<file path="src/rtl/hwpair_pkg.sv">
package hwpair_pkg;
  // What an accepted request does to the pairing state
  typedef enum logic [2:0] {
    ACT_NONE,    // no request accepted
    ACT_ZERO,    // reset phase, register not readable: return zero
    ACT_LIVE,    // reset phase, reset-readable register: live half, no pair
    ACT_SINGLE,  // 16-bit readable register: live half, commit now
    ACT_FIRST,   // opens a pair: capture full value
    ACT_SECOND   // completes a pair: serve captured half, commit
  } act_e;
endpackage

</file>
<file path="src/rtl/hwpair_track.sv">
module hwpair_track
  import hwpair_pkg::*;
#(
  parameter int IDX_W = 6
) (
  input  logic             clk,
  input  logic             rst_n,
  input  logic             acc_i,
  input  logic [IDX_W-1:0] idx_i,
  input  logic             hi_i,
  input  logic             half_ok_i,
  input  logic             rst_ok_i,
  input  logic             rst_active_i,
  output act_e             act_o,
  output logic             commit_valid_o,
  output logic [IDX_W-1:0] commit_idx_o
);
  logic             pend_q;
  logic [IDX_W-1:0] pend_idx_q;
  logic             pend_hi_q;
  logic             match_other;

  assign match_other = pend_q && (idx_i == pend_idx_q) && (hi_i != pend_hi_q);

  always_comb begin
    if (!acc_i)             act_o = ACT_NONE;
    else if (rst_active_i)  act_o = rst_ok_i ? ACT_LIVE : ACT_ZERO;
    else if (half_ok_i)     act_o = ACT_SINGLE;
    else if (match_other)   act_o = ACT_SECOND;
    else                    act_o = ACT_FIRST;
  end

  always_ff @(posedge clk or negedge rst_n) begin
    if (!rst_n) begin
      pend_q     <= 1'b0;
      pend_idx_q <= '0;
      pend_hi_q  <= 1'b0;
    end else if (rst_active_i) begin
      pend_q <= 1'b0;
    end else begin
      unique case (act_o)
        ACT_FIRST: begin
          pend_q     <= 1'b1;
          pend_idx_q <= idx_i;
          pend_hi_q  <= hi_i;
        end
        ACT_SINGLE, ACT_SECOND: pend_q <= 1'b0;
        default: ;
      endcase
    end
  end

  always_ff @(posedge clk or negedge rst_n) begin
    if (!rst_n) begin
      commit_valid_o <= 1'b0;
      commit_idx_o   <= '0;
    end else begin
      commit_valid_o <= (act_o == ACT_SINGLE) || (act_o == ACT_SECOND);
      if (acc_i) commit_idx_o <= idx_i;
    end
  end

  AST_RESET_DROPS_PAIR: assert property (@(posedge clk) disable iff (!rst_n)
    rst_active_i |=> !pend_q);

  AST_COMPLETE_COMMITS: assert property (@(posedge clk) disable iff (!rst_n)
    (acc_i && !rst_active_i && !half_ok_i && pend_q && idx_i == pend_idx_q && hi_i != pend_hi_q)
    |=> (commit_valid_o && commit_idx_o == $past(idx_i)));

  AST_REPEAT_NO_COMMIT: assert property (@(posedge clk) disable iff (!rst_n)
    (acc_i && !rst_active_i && !half_ok_i && pend_q && idx_i == pend_idx_q && hi_i == pend_hi_q)
    |=> (!commit_valid_o && pend_q && pend_hi_q == $past(hi_i)));

  AST_NO_COMMIT_IN_RESET: assert property (@(posedge clk) disable iff (!rst_n)
    (acc_i && rst_active_i) |=> !commit_valid_o);
endmodule

</file>
<file path="src/rtl/hwpair_snap.sv">
module hwpair_snap #(
  parameter int DW = 32
) (
  input  logic          clk,
  input  logic          rst_n,
  input  logic          cap_i,
  input  logic [DW-1:0] din_i,
  output logic [DW-1:0] dout_o
);
  always_ff @(posedge clk or negedge rst_n) begin
    if (!rst_n)     dout_o <= '0;
    else if (cap_i) dout_o <= din_i;
  end
endmodule

</file>
<file path="src/rtl/hwpair_rsp.sv">
module hwpair_rsp #(
  parameter int HW = 16
) (
  input  logic          clk,
  input  logic          rst_n,
  input  logic          load_i,
  input  logic [HW-1:0] data_i,
  input  logic          rsp_ready_i,
  output logic          rsp_valid_o,
  output logic [HW-1:0] rsp_data_o,
  output logic          take_ready_o
);
  assign take_ready_o = !rsp_valid_o || rsp_ready_i;

  always_ff @(posedge clk or negedge rst_n) begin
    if (!rst_n) begin
      rsp_valid_o <= 1'b0;
      rsp_data_o  <= '0;
    end else if (load_i) begin
      rsp_valid_o <= 1'b1;
      rsp_data_o  <= data_i;
    end else if (rsp_ready_i) begin
      rsp_valid_o <= 1'b0;
    end
  end

  AST_RSP_HOLD: assert property (@(posedge clk) disable iff (!rst_n)
    (rsp_valid_o && !rsp_ready_i) |=> (rsp_valid_o && $stable(rsp_data_o)));
endmodule

</file>
<file path="src/rtl/hwpair_top.sv">
module hwpair_top
  import hwpair_pkg::*;
#(
  parameter int IDX_W  = 6,
  parameter int HALF_W = 16
) (
  input  logic                clk,
  input  logic                rst_n,
  input  logic                req_valid,
  output logic                req_ready,
  input  logic [IDX_W-1:0]    req_idx,
  input  logic                req_hi,
  output logic                rsp_valid,
  input  logic                rsp_ready,
  output logic [HALF_W-1:0]   rsp_data,
  output logic [IDX_W-1:0]    bank_idx,
  input  logic [2*HALF_W-1:0] bank_data,
  input  logic                bank_half_ok,
  input  logic                bank_rst_ok,
  input  logic                rst_active,
  output logic                commit_valid,
  output logic [IDX_W-1:0]    commit_idx
);
  localparam int FULL_W = 2 * HALF_W;

  act_e              act;
  logic              acc;
  logic [FULL_W-1:0] snap;
  logic [HALF_W-1:0] live_half, snap_half, out_half;

  assign acc      = req_valid && req_ready;
  assign bank_idx = req_idx;

  assign live_half = req_hi ? bank_data[FULL_W-1:HALF_W] : bank_data[HALF_W-1:0];
  assign snap_half = req_hi ? snap[FULL_W-1:HALF_W]      : snap[HALF_W-1:0];

  always_comb begin
    unique case (act)
      ACT_ZERO:   out_half = '0;
      ACT_SECOND: out_half = snap_half;
      default:    out_half = live_half;
    endcase
  end

  hwpair_track #(.IDX_W(IDX_W)) u_track (
    .clk(clk), .rst_n(rst_n), .acc_i(acc), .idx_i(req_idx), .hi_i(req_hi),
    .half_ok_i(bank_half_ok), .rst_ok_i(bank_rst_ok), .rst_active_i(rst_active),
    .act_o(act), .commit_valid_o(commit_valid), .commit_idx_o(commit_idx)
  );

  hwpair_snap #(.DW(FULL_W)) u_snap (
    .clk(clk), .rst_n(rst_n), .cap_i(act == ACT_FIRST), .din_i(bank_data), .dout_o(snap)
  );

  hwpair_rsp #(.HW(HALF_W)) u_rsp (
    .clk(clk), .rst_n(rst_n), .load_i(acc), .data_i(out_half),
    .rsp_ready_i(rsp_ready), .rsp_valid_o(rsp_valid), .rsp_data_o(rsp_data),
    .take_ready_o(req_ready)
  );

  AST_SECOND_FROM_SNAP: assert property (@(posedge clk) disable iff (!rst_n)
    (act == ACT_SECOND) |=> (rsp_data == $past(snap_half)));

  AST_ZERO_IN_RESET: assert property (@(posedge clk) disable iff (!rst_n)
    (acc && rst_active && !bank_rst_ok) |=> (rsp_data == '0));

  AST_COMMIT_WITH_RSP: assert property (@(posedge clk) disable iff (!rst_n)
    commit_valid |-> rsp_valid);
endmodule

</file>
<file path="config.mk">
export PLATFORM = sky130hd
export DESIGN_NAME = hwpair_top
export DESIGN_NICKNAME = d
export VERILOG_FILES = /design/src/rtl/hwpair_pkg.sv /design/src/rtl/hwpair_track.sv /design/src/rtl/hwpair_snap.sv /design/src/rtl/hwpair_rsp.sv /design/src/rtl/hwpair_top.sv
export SDC_FILE = /design/constraint.sdc
export NUM_CORES = 1
export LEC_CHECK = 0
export BUFFER_PORTS_ARGS = -buffer_cell sky130_fd_sc_hd__buf_2
export CAP_MARGIN = 5
export CORE_MARGIN = 2
export CORE_UTILIZATION = 50
export DETAILED_ROUTE_END_ITERATION = 12
export PLACE_DENSITY = 0.73
export SLEW_MARGIN = 20
export SYNTH_ARGS = -nofsm -noshare
export SYNTH_HDL_FRONTEND = slang
export SYNTH_SLANG_ARGS = --single-unit
</file>
<file path="constraint.sdc">
create_clock -name clk -period 2.4 [get_ports clk]
set_input_delay 0.36 -clock clk [delete_from_list [all_inputs] [get_ports clk]]
set_output_delay 0.36 -clock clk [all_outputs]
set_load 0.02 [all_outputs]
</file>
==> results of run 1 <==
[cell type report]
| cell class | instances | share of cell area [%] |
|---|---|---|
| Clock buffer | 11 | 4.100 |
| Clock inverter | 5 | 2.779 |
| Inverter | 2 | 0.2033 |
| Multi-Input combinational cell | 135 | 34.67 |
| Sequential cell | 64 | 43.38 |
| Tap cell | 75 | 2.542 |
| Timing Repair Buffer | 86 | 12.33 |
[stage by stage]
stage	worst slack, ps	instances
3_3_place_gp	403.7	362
5_1_grt	326.5	378
4_1_cts	451.0	378
3_5_place_dp	385.0	362
2_1_floorplan	546.6	220
6_report	465.6	378
[cell usage after synthesis (all sizes together)]
cell type,number
clkbuf,5
o21ai,2
nor3,2
buf,14
inv,2
xnor2,6
nor2,2
o21a,1
o221ai,16
or2,1
mux2i,32
or4,1
nand2,19
mux2,45
dfrtp,64
nor2b,2
nand3b,1
nand4,3
xor2,1
nor3b,1
[placed cells by master, fill, tap and decap left out]
master,n
nor2b_1,2
or2_1,1
or4_1,1
o21ai_2,1
clkinvlp_4,1
inv_1,1
nor2_1,2
o221ai_1,6
dfrtp_1,64
o221ai_2,10
nand3b_1,1
bufinv_16,3
xor2_2,1
buf_4,10
inv_2,1
mux2_1,45
nand2_1,19
nor3b_1,1
buf_2,76
clkinv_2,1
o21a_1,1
nand4_1,3
nor3_1,2
xnor2_1,6
o21ai_4,1
clkbuf_8,11
mux2i_1,32
[layer usage]
metal	part of all wire (%)	up-vias	GRT usage [%]
li1	-	946	-
met1	45	983	25.46
met2	50	40	32.30
met3	4.4	6	5.889
met4	0.94	0	6.102
met5	0	-	0
[kinds of logic (layout without fill, tap and decap cells)]
kind of cell	after synthesis	in the layout	share of synthesized area [%]
AO/OA/AOI/OAI	19	19	7.373
flip-flops	64	64	53.62
AND/OR/NAND/NOR	32	32	4.986
buffers and inverters	21	104	4.022
XOR/XNOR	7	7	2.304
multiplexers	77	77	27.69
[sequential cells by signal, summed over array words and instances, names as in the netlist]
name / cells
u_track.pend_hi_q: 1
u_rsp.rsp_data_o: 16
u_track.commit_valid_o: 1
u_track.commit_idx_o: 6
u_track.pend_idx_q: 6
u_track.pend_q: 1
u_snap.dout_o: 32
u_rsp.rsp_valid_o: 1
[report_power, final]
group          leakage (nW)  switching (W)  internal, W  total (W)
clock network         0.126       0.000408     0.000745    0.00115
logic                 0.870       0.000305     0.000267   0.000572
registers             0.775       0.000106      0.00128    0.00139
total                  1.77       0.000819      0.00229    0.00311
[worst max path at each step]
stage / from / endpoint / slack [ps] / cells past startpoint
2_1_floorplan: u_rsp.rsp_valid_o / u_rsp.rsp_data_o[5] / 550 / 7
3_3_place_gp: req_idx[5] / u_rsp.rsp_data_o[8] / 400 / 6
3_5_place_dp: req_idx[5] / u_snap.dout_o[23] / 390 / 6
4_1_cts: u_track.pend_idx_q[5] / u_rsp.rsp_data_o[9] / 450 / 5
5_1_grt: u_track.pend_idx_q[1] / u_rsp.rsp_data_o[11] / 330 / 5
6_report: u_track.pend_idx_q[5] / u_rsp.rsp_data_o[14] / 470 / 5
[critical path: cells and delay by family (launching register included)]
| family | cells | cell delay [ps] |
|---|---|---|
| AND/OR/NAND/NOR | 2 | 910 |
| XOR/XNOR | 1 | 180 |
| flip-flops | 1 | 390 |
| AO/OA/AOI/OAI | 1 | 140 |
| buffers and inverters | 1 | 230 |
==> results.py, run 1 <==
metrics = {
    "status": {
        "run_status": "finished, final reports clean",
    },
    "sta": {
        "finalMaxSlewViolations": 0,
        "fin_crit_ps": 1934,
        "hold_viol": 0,
        "finalSetupViolCount": 0,
        "final.setup_skew_ps": 8.175,
        "slew-limit-headroom_pct": 47.24,
        "rsz_0062_raised_after_global_routing": "no",
        "timing_worst_slew_pin_value_ps": 791.5,
        "fmax_mhz": 517.0,
        "hold_ws_ps": 185.2,
        "timing.setup.tns_ps": 0,
        "final.period_utilization_pct": 80.60,
    },
    "global_route": {
        "grt_antenna_before_repair": 0,
        "grt_start_max_net_pins": 65,
        "grt_util_all_layers_pct": 19.80,
        "grt_pass1_wl_um": 9749,
        "gr-total-overflow": 0,
        "first_global_vias": 2091,
    },
    "cells_and_area": {
        "n_antenna_cell": 0,
        "net_count_final": 344,
        "fin_util_pct": 63.11,
        "multi_input_comb_area_um2": 1280,
        "syn_to_final_growth_pct": 23.63,
        "post_route_cells_drive_above_1_share_pct": 38.28,
        "register_area_um2": 1602,
        "final.fill_count": 470,
        "design_area_um2": 3692,
    },
    "floorplanning": {
        "placeable_core_area_um2": 5851,
        "die_area_um2": 6607,
        "i_o_pin_count": 77,
        "initial_core_util_pct": 51.05,
        "row_count": 28,
        "die_w_um": 81.29,
        "chipHeight_um": 81.29,
    },
    "placement": {
        "post_dp_cell_area_um2": 3438,
        "place.gp.congestion": 0.7253,
        "placement.io_buffers": 76,
        "detailed_place_hpwl_um": 4188,
    },
    "setup_path": {
        "critical_path_start_end_classification": "reg2reg",
        "ff2ff_setup_slack_ps": 470,
        "worst_r2r_endpoint": "u_rsp.rsp_data_o[14]",
        "rr_worst_depth": 5,
        "worst-endpoint-arrival_ps": 2180,
        "regToRegStartpoint": "u_track.pend_idx_q[5]",
        "worst-path-max-fanout": 9,
        "critPathMaxStageDelay_ps": 650,
        "cp-start-kind": "register",
        "worstSetupEndpointType": "register",
        "path_cells": "xnor2_1 > nand4_1 > or4_1 > buf_4 > o221ai_2",
        "worst_ep_required_time_ps": 2640,
        "cpMaxStageDelayCell": "or4_1",
    },
    "drt": {
        "dr_total_vias": 1975,
        "drc": 0,
        "drtPass1Iterations": 4,
        "detail_route.wl_per_cell_um": 15.69,
        "finalWirelength_um": 5929,
        "drt.antenna.violating_nets": 0,
        "vias_per_cell": 5.225,
        "drt_iter0_markers": 78,
    },
    "yosys": {
        "seq_area_frac_synth_pct": 53.62,
        "netlist.top_cell.by_area": "dfrtp_1",
        "syn-cell-area_um2": 2987,
        "top_area_cells_in_the_synthesized_netlist": "dfrtp_1 54%, mux2_1 17%, mux2i_1 11%, o221ai_2 5.0%, nand2_1 2.4%",
        "ys_types": 24,
        "synth_seq_cells": 64,
        "syn-mean-instance-area_um2": 13.58,
        "post_synthesis_net_count": 266,
        "synthCells": 220,
        "yosysTopAreaCellShare_pct": 53.62,
        "ys.warnings.count": 0,
    },
    "job": {
        "maxCapViolations": 0,
    },
    "power": {
        "ir_drop_mv": 0.5675,
        "total_power_w": 0.003113,
        "pwr_density_cell_nw_per_um2": 843.1,
        "leakage_nw": 1.770,
    },
    "cts": {
        "numClockSinks": 64,
        "clk-insertion-delay-late_ps": 330,
        "cts_inserted_buffers": 9,
        "cts_hold_buf": 0,
        "clock_path_buffers": 2,
        "htree_num_levels": 3,
        "cts.reportedPaths.clkPinSlew_ps": 70,
        "post_cts_buffers": 0,
        "cts.root.buffer_cell": "clkbuf_8",
        "tritoncts": "done",
        "resized_gates_after_cts": 0,
    },
    "worst_hold_path": {
        "timing.hold.worst.class": "in2async",
    },
}
(Power assumes the default switching activity.)
==> run 2, diff against run 1 <==
--- a/config.mk
+++ b/config.mk
@@ -8,9 +8,9 @@
 export BUFFER_PORTS_ARGS = -buffer_cell sky130_fd_sc_hd__buf_2
 export CAP_MARGIN = 5
 export CORE_MARGIN = 2
-export CORE_UTILIZATION = 50
+export CORE_UTILIZATION = 47
 export DETAILED_ROUTE_END_ITERATION = 12
-export PLACE_DENSITY = 0.73
+export PLACE_DENSITY = 0.72
 export SLEW_MARGIN = 20
 export SYNTH_ARGS = -nofsm -noshare
 export SYNTH_HDL_FRONTEND = slang
==> constraint.sdc (replaced) <==
create_clock -name clk -period 1.57 [get_ports clk]
set_input_delay 0.2355 -clock clk [delete_from_list [all_inputs] [get_ports clk]]
set_output_delay 0.2355 -clock clk [all_outputs]
set_load 0.02 [all_outputs]
==> run 2 against run 1 <==
  * The run now ends with setup timing left
  * Largest power group unchanged
  * Via count rose by 6.2%
  * Power rose by 48%
  * Setup slack got worse by 730 ps
  * Critical path type unchanged
  * Register-to-register slack got worse by 730 ps
  * Wire length rose by 11%
  * Die area rose by 6.1%
  * Design area rose by 6.4%
  * Fmax rose by 5.2%
  * Sequential share of layout area fell by 2.6 points
  * Critical endpoint is now u_track.pend_idx_q[2]
==> results.py, run 2 (synthesis gave the netlist of run 1 again) <==
metrics = {
    "cells_and_area": {
        "final.fill_count": 510,
        "syn_to_final_growth_pct": 31.59,
        "post_route_cells_drive_above_1_share_pct": 47.47,
        "fin_util_pct": 62.97,
        "largest_register_ff_count": 32,
        "multi_input_comb_area_um2": 1423,
        "reg_top3": "u_snap.dout_o x32, u_rsp.rsp_data_o x16",
        "instances_no_fill": 393,
        "design_area_um2": 3930,
        "net_count_final": 357,
        "registers.top_by_ff_count": "u_snap.dout_o",
        "most_frequent_standard_cell_in_the_layout_excluding_fill_and_tap_cells": "buf_2",
        "register_area_um2": 1603,
        "mostFrequentLayoutCells": "76 x buf_2, 63 x dfrtp_1, 35 x mux2_1",
        "n_antenna_cell": 0,
    },
    "setup_path": {
        "worst_ep_required_time_ps": 1790,
        "critical_path_start_end_classification": "reg2reg",
        "worst-endpoint-arrival_ps": 2060,
        "cp-start-kind": "register",
        "cp_top_family": "buffers and inverters",
        "path_buf_inv": 3,
        "worstSetupEndpointType": "register",
        "path_cells": "xnor2_1 > nand4_1 > buf_4 > o21ai_4 > buf_6 > buf_8 > mux2_4",
        "critPathMaxStageDelay_ps": 390,
        "worst-path-max-fanout": 7,
        "cpMaxStageDelayCell": "dfrtp_1",
    },
    "power": {
        "pwr_density_cell_nw_per_um2": 1169,
        "leakage_nw": 1.915,
        "ir_drop_mv": 0.5893,
    },
    "drt": {
        "drc": 0,
        "vias_per_cell": 5.336,
        "detail_route.wl_per_cell_um": 16.72,
        "drtPass1Iterations": 4,
        "drt_iter0_markers": 71,
        "drt.antenna.violating_nets": 0,
        "finalWirelength_um": 6571,
        "dr_total_vias": 2097,
    },
    "status": {
        "run_status": "finished, violations left",
        "violations": "setup timing",
    },
    "sta": {
        "timing_worst_slew_pin_value_ps": 570.2,
        "final.period_utilization_pct": 117.2,
        "timing.setup.tns_ps": -12460,
        "fin_crit_ps": 1839,
        "worst_slack_ps": -269.3,
        "finalMaxSlewViolations": 0,
        "hold_ws_ps": 119.7,
        "finalSetupViolCount": 55,
        "final.setup_skew_ps": 7.561,
        "slew-limit-headroom_pct": 61.99,
        "rsz_0062_raised_after_global_routing": "yes",
        "hold_viol": 0,
        "fmax_mhz": 543.7,
    },
    "global_route": {
        "first_global_vias": 2177,
        "grt_util_all_layers_pct": 19.39,
        "grt_start_max_net_pins": 65,
        "grt_pass1_wl_um": 10500,
        "grt_antenna_before_repair": 0,
        "gr-total-overflow": 0,
    },
    "floorplanning": {
        "i_o_pin_count": 77,
        "chipHeight_um": 83.72,
        "die_area_um2": 7008,
        "initial_core_util_pct": 47.85,
        "row_count": 29,
        "placeable_core_area_um2": 6241,
        "die_w_um": 83.72,
    },
    "placement": {
        "place.gp.congestion": 0.7664,
        "detailed_place_hpwl_um": 4208,
        "placement.io_buffers": 76,
        "post_dp_cell_area_um2": 3538,
        "numPlacedInstances": 369,
    },
    "job": {
        "maxCapViolations": 0,
    },
    "cts": {
        "clk-insertion-delay-late_ps": 340,
        "cts.root.buffer_cell": "clkbuf_8",
        "clock_path_buffers": 2,
        "tritoncts": "done",
        "numClockSinks": 64,
        "htree_num_levels": 3,
        "cts.reportedPaths.clkPinSlew_ps": 70,
        "cts_inserted_buffers": 9,
    },
    "worst_hold_path": {
        "timing.hold.worst.class": "in2reg",
    },
}
[run 2: cell types whose count changed in the layout (fill, tap and decap cells not counted), sizes merged]
| cell | delta |
|---|---|
| clkinvlp | -1 |
| bufinv | -2 |
| buf | +11 |
| or4 | +1 |
| clkinv | +1 |
| clkbuf | +2 |
| dlygate4sd3 | +1 |
[run 2: path summary, 6_finish.rpt]
kind,from,endpoint,slack (ps),cells after the start
setup / recovery,u_track.pend_idx_q[2],u_track.pend_idx_q[2],-270,7
hold / removal,bank_data[23],u_snap.dout_o[23],120,2
setup reg to reg,u_track.pend_idx_q[2],u_track.pend_idx_q[2],-270,7
hold reg to reg,u_track.commit_idx_o[2],u_track.commit_idx_o[2],490,1
max in group asynchronous,rst_n,u_rsp.rsp_valid_o,830,3
min in group asynchronous,rst_n,u_track.commit_idx_o[4],430,3
[run 2: worst reg2reg max path: stages (launching register included)]
cell and delay [ps]:
dfrtp_1 390, xnor2_1 170, nand4_1 190, buf_4 200, o21ai_4 210, buf_6 140, buf_8 130, mux2_4 300
[run 2: repair_timing]
item | 4_1_cts | 5_1_grt
endpoints found under the hold margin | 64 | 0
pin swaps | 2 | 4
endpoints found under the setup margin | 55 | 56
setup buffers | 4 | 3
hold buffers | 1 | 0
cloned | 1 | 1
resized for setup | 2 | 28
[run 2: area by class of cell]
cell class	instances	share of cell area, %
Clock buffer	13	4.043
Clock inverter	3	1.019
Inverter	2	0.2547
Multi-Input combinational cell	136	36.20
Sequential cell	64	40.78
Tap cell	77	2.451
Timing Repair Buffer	98	15.25
[run 2: through the flow]
stage / worst slack (ps) / total power (W)
after floorplan: -98.42 / 0.002724
after global placement: -173.2 / 0.003035
after detailed placement: -257.3 / 0.003078
after CTS: -251.8 / 0.004514
after global routing: -336.4 / 0.004828
final: -269.3 / 0.004596
[run 2: metal layers]
metal	track usage [%]	up-vias	part of all wire, %
met2	31.85	51	50
met5	0	-	0
li1	-	989	-
met1	24.08	1039	44
met4	8.065	0	2.1
met3	5.539	18	4.0
[run 2: report_power, final]
part | switching (W) | internal (W) | total, W
Combinational | 0.000518 | 0.000525 | 0.00104
Sequential | 0.000178 | 0.00196 | 0.00214
Clock | 0.000598 | 0.000816 | 0.00141
Total | 0.00129 | 0.00330 | 0.00460
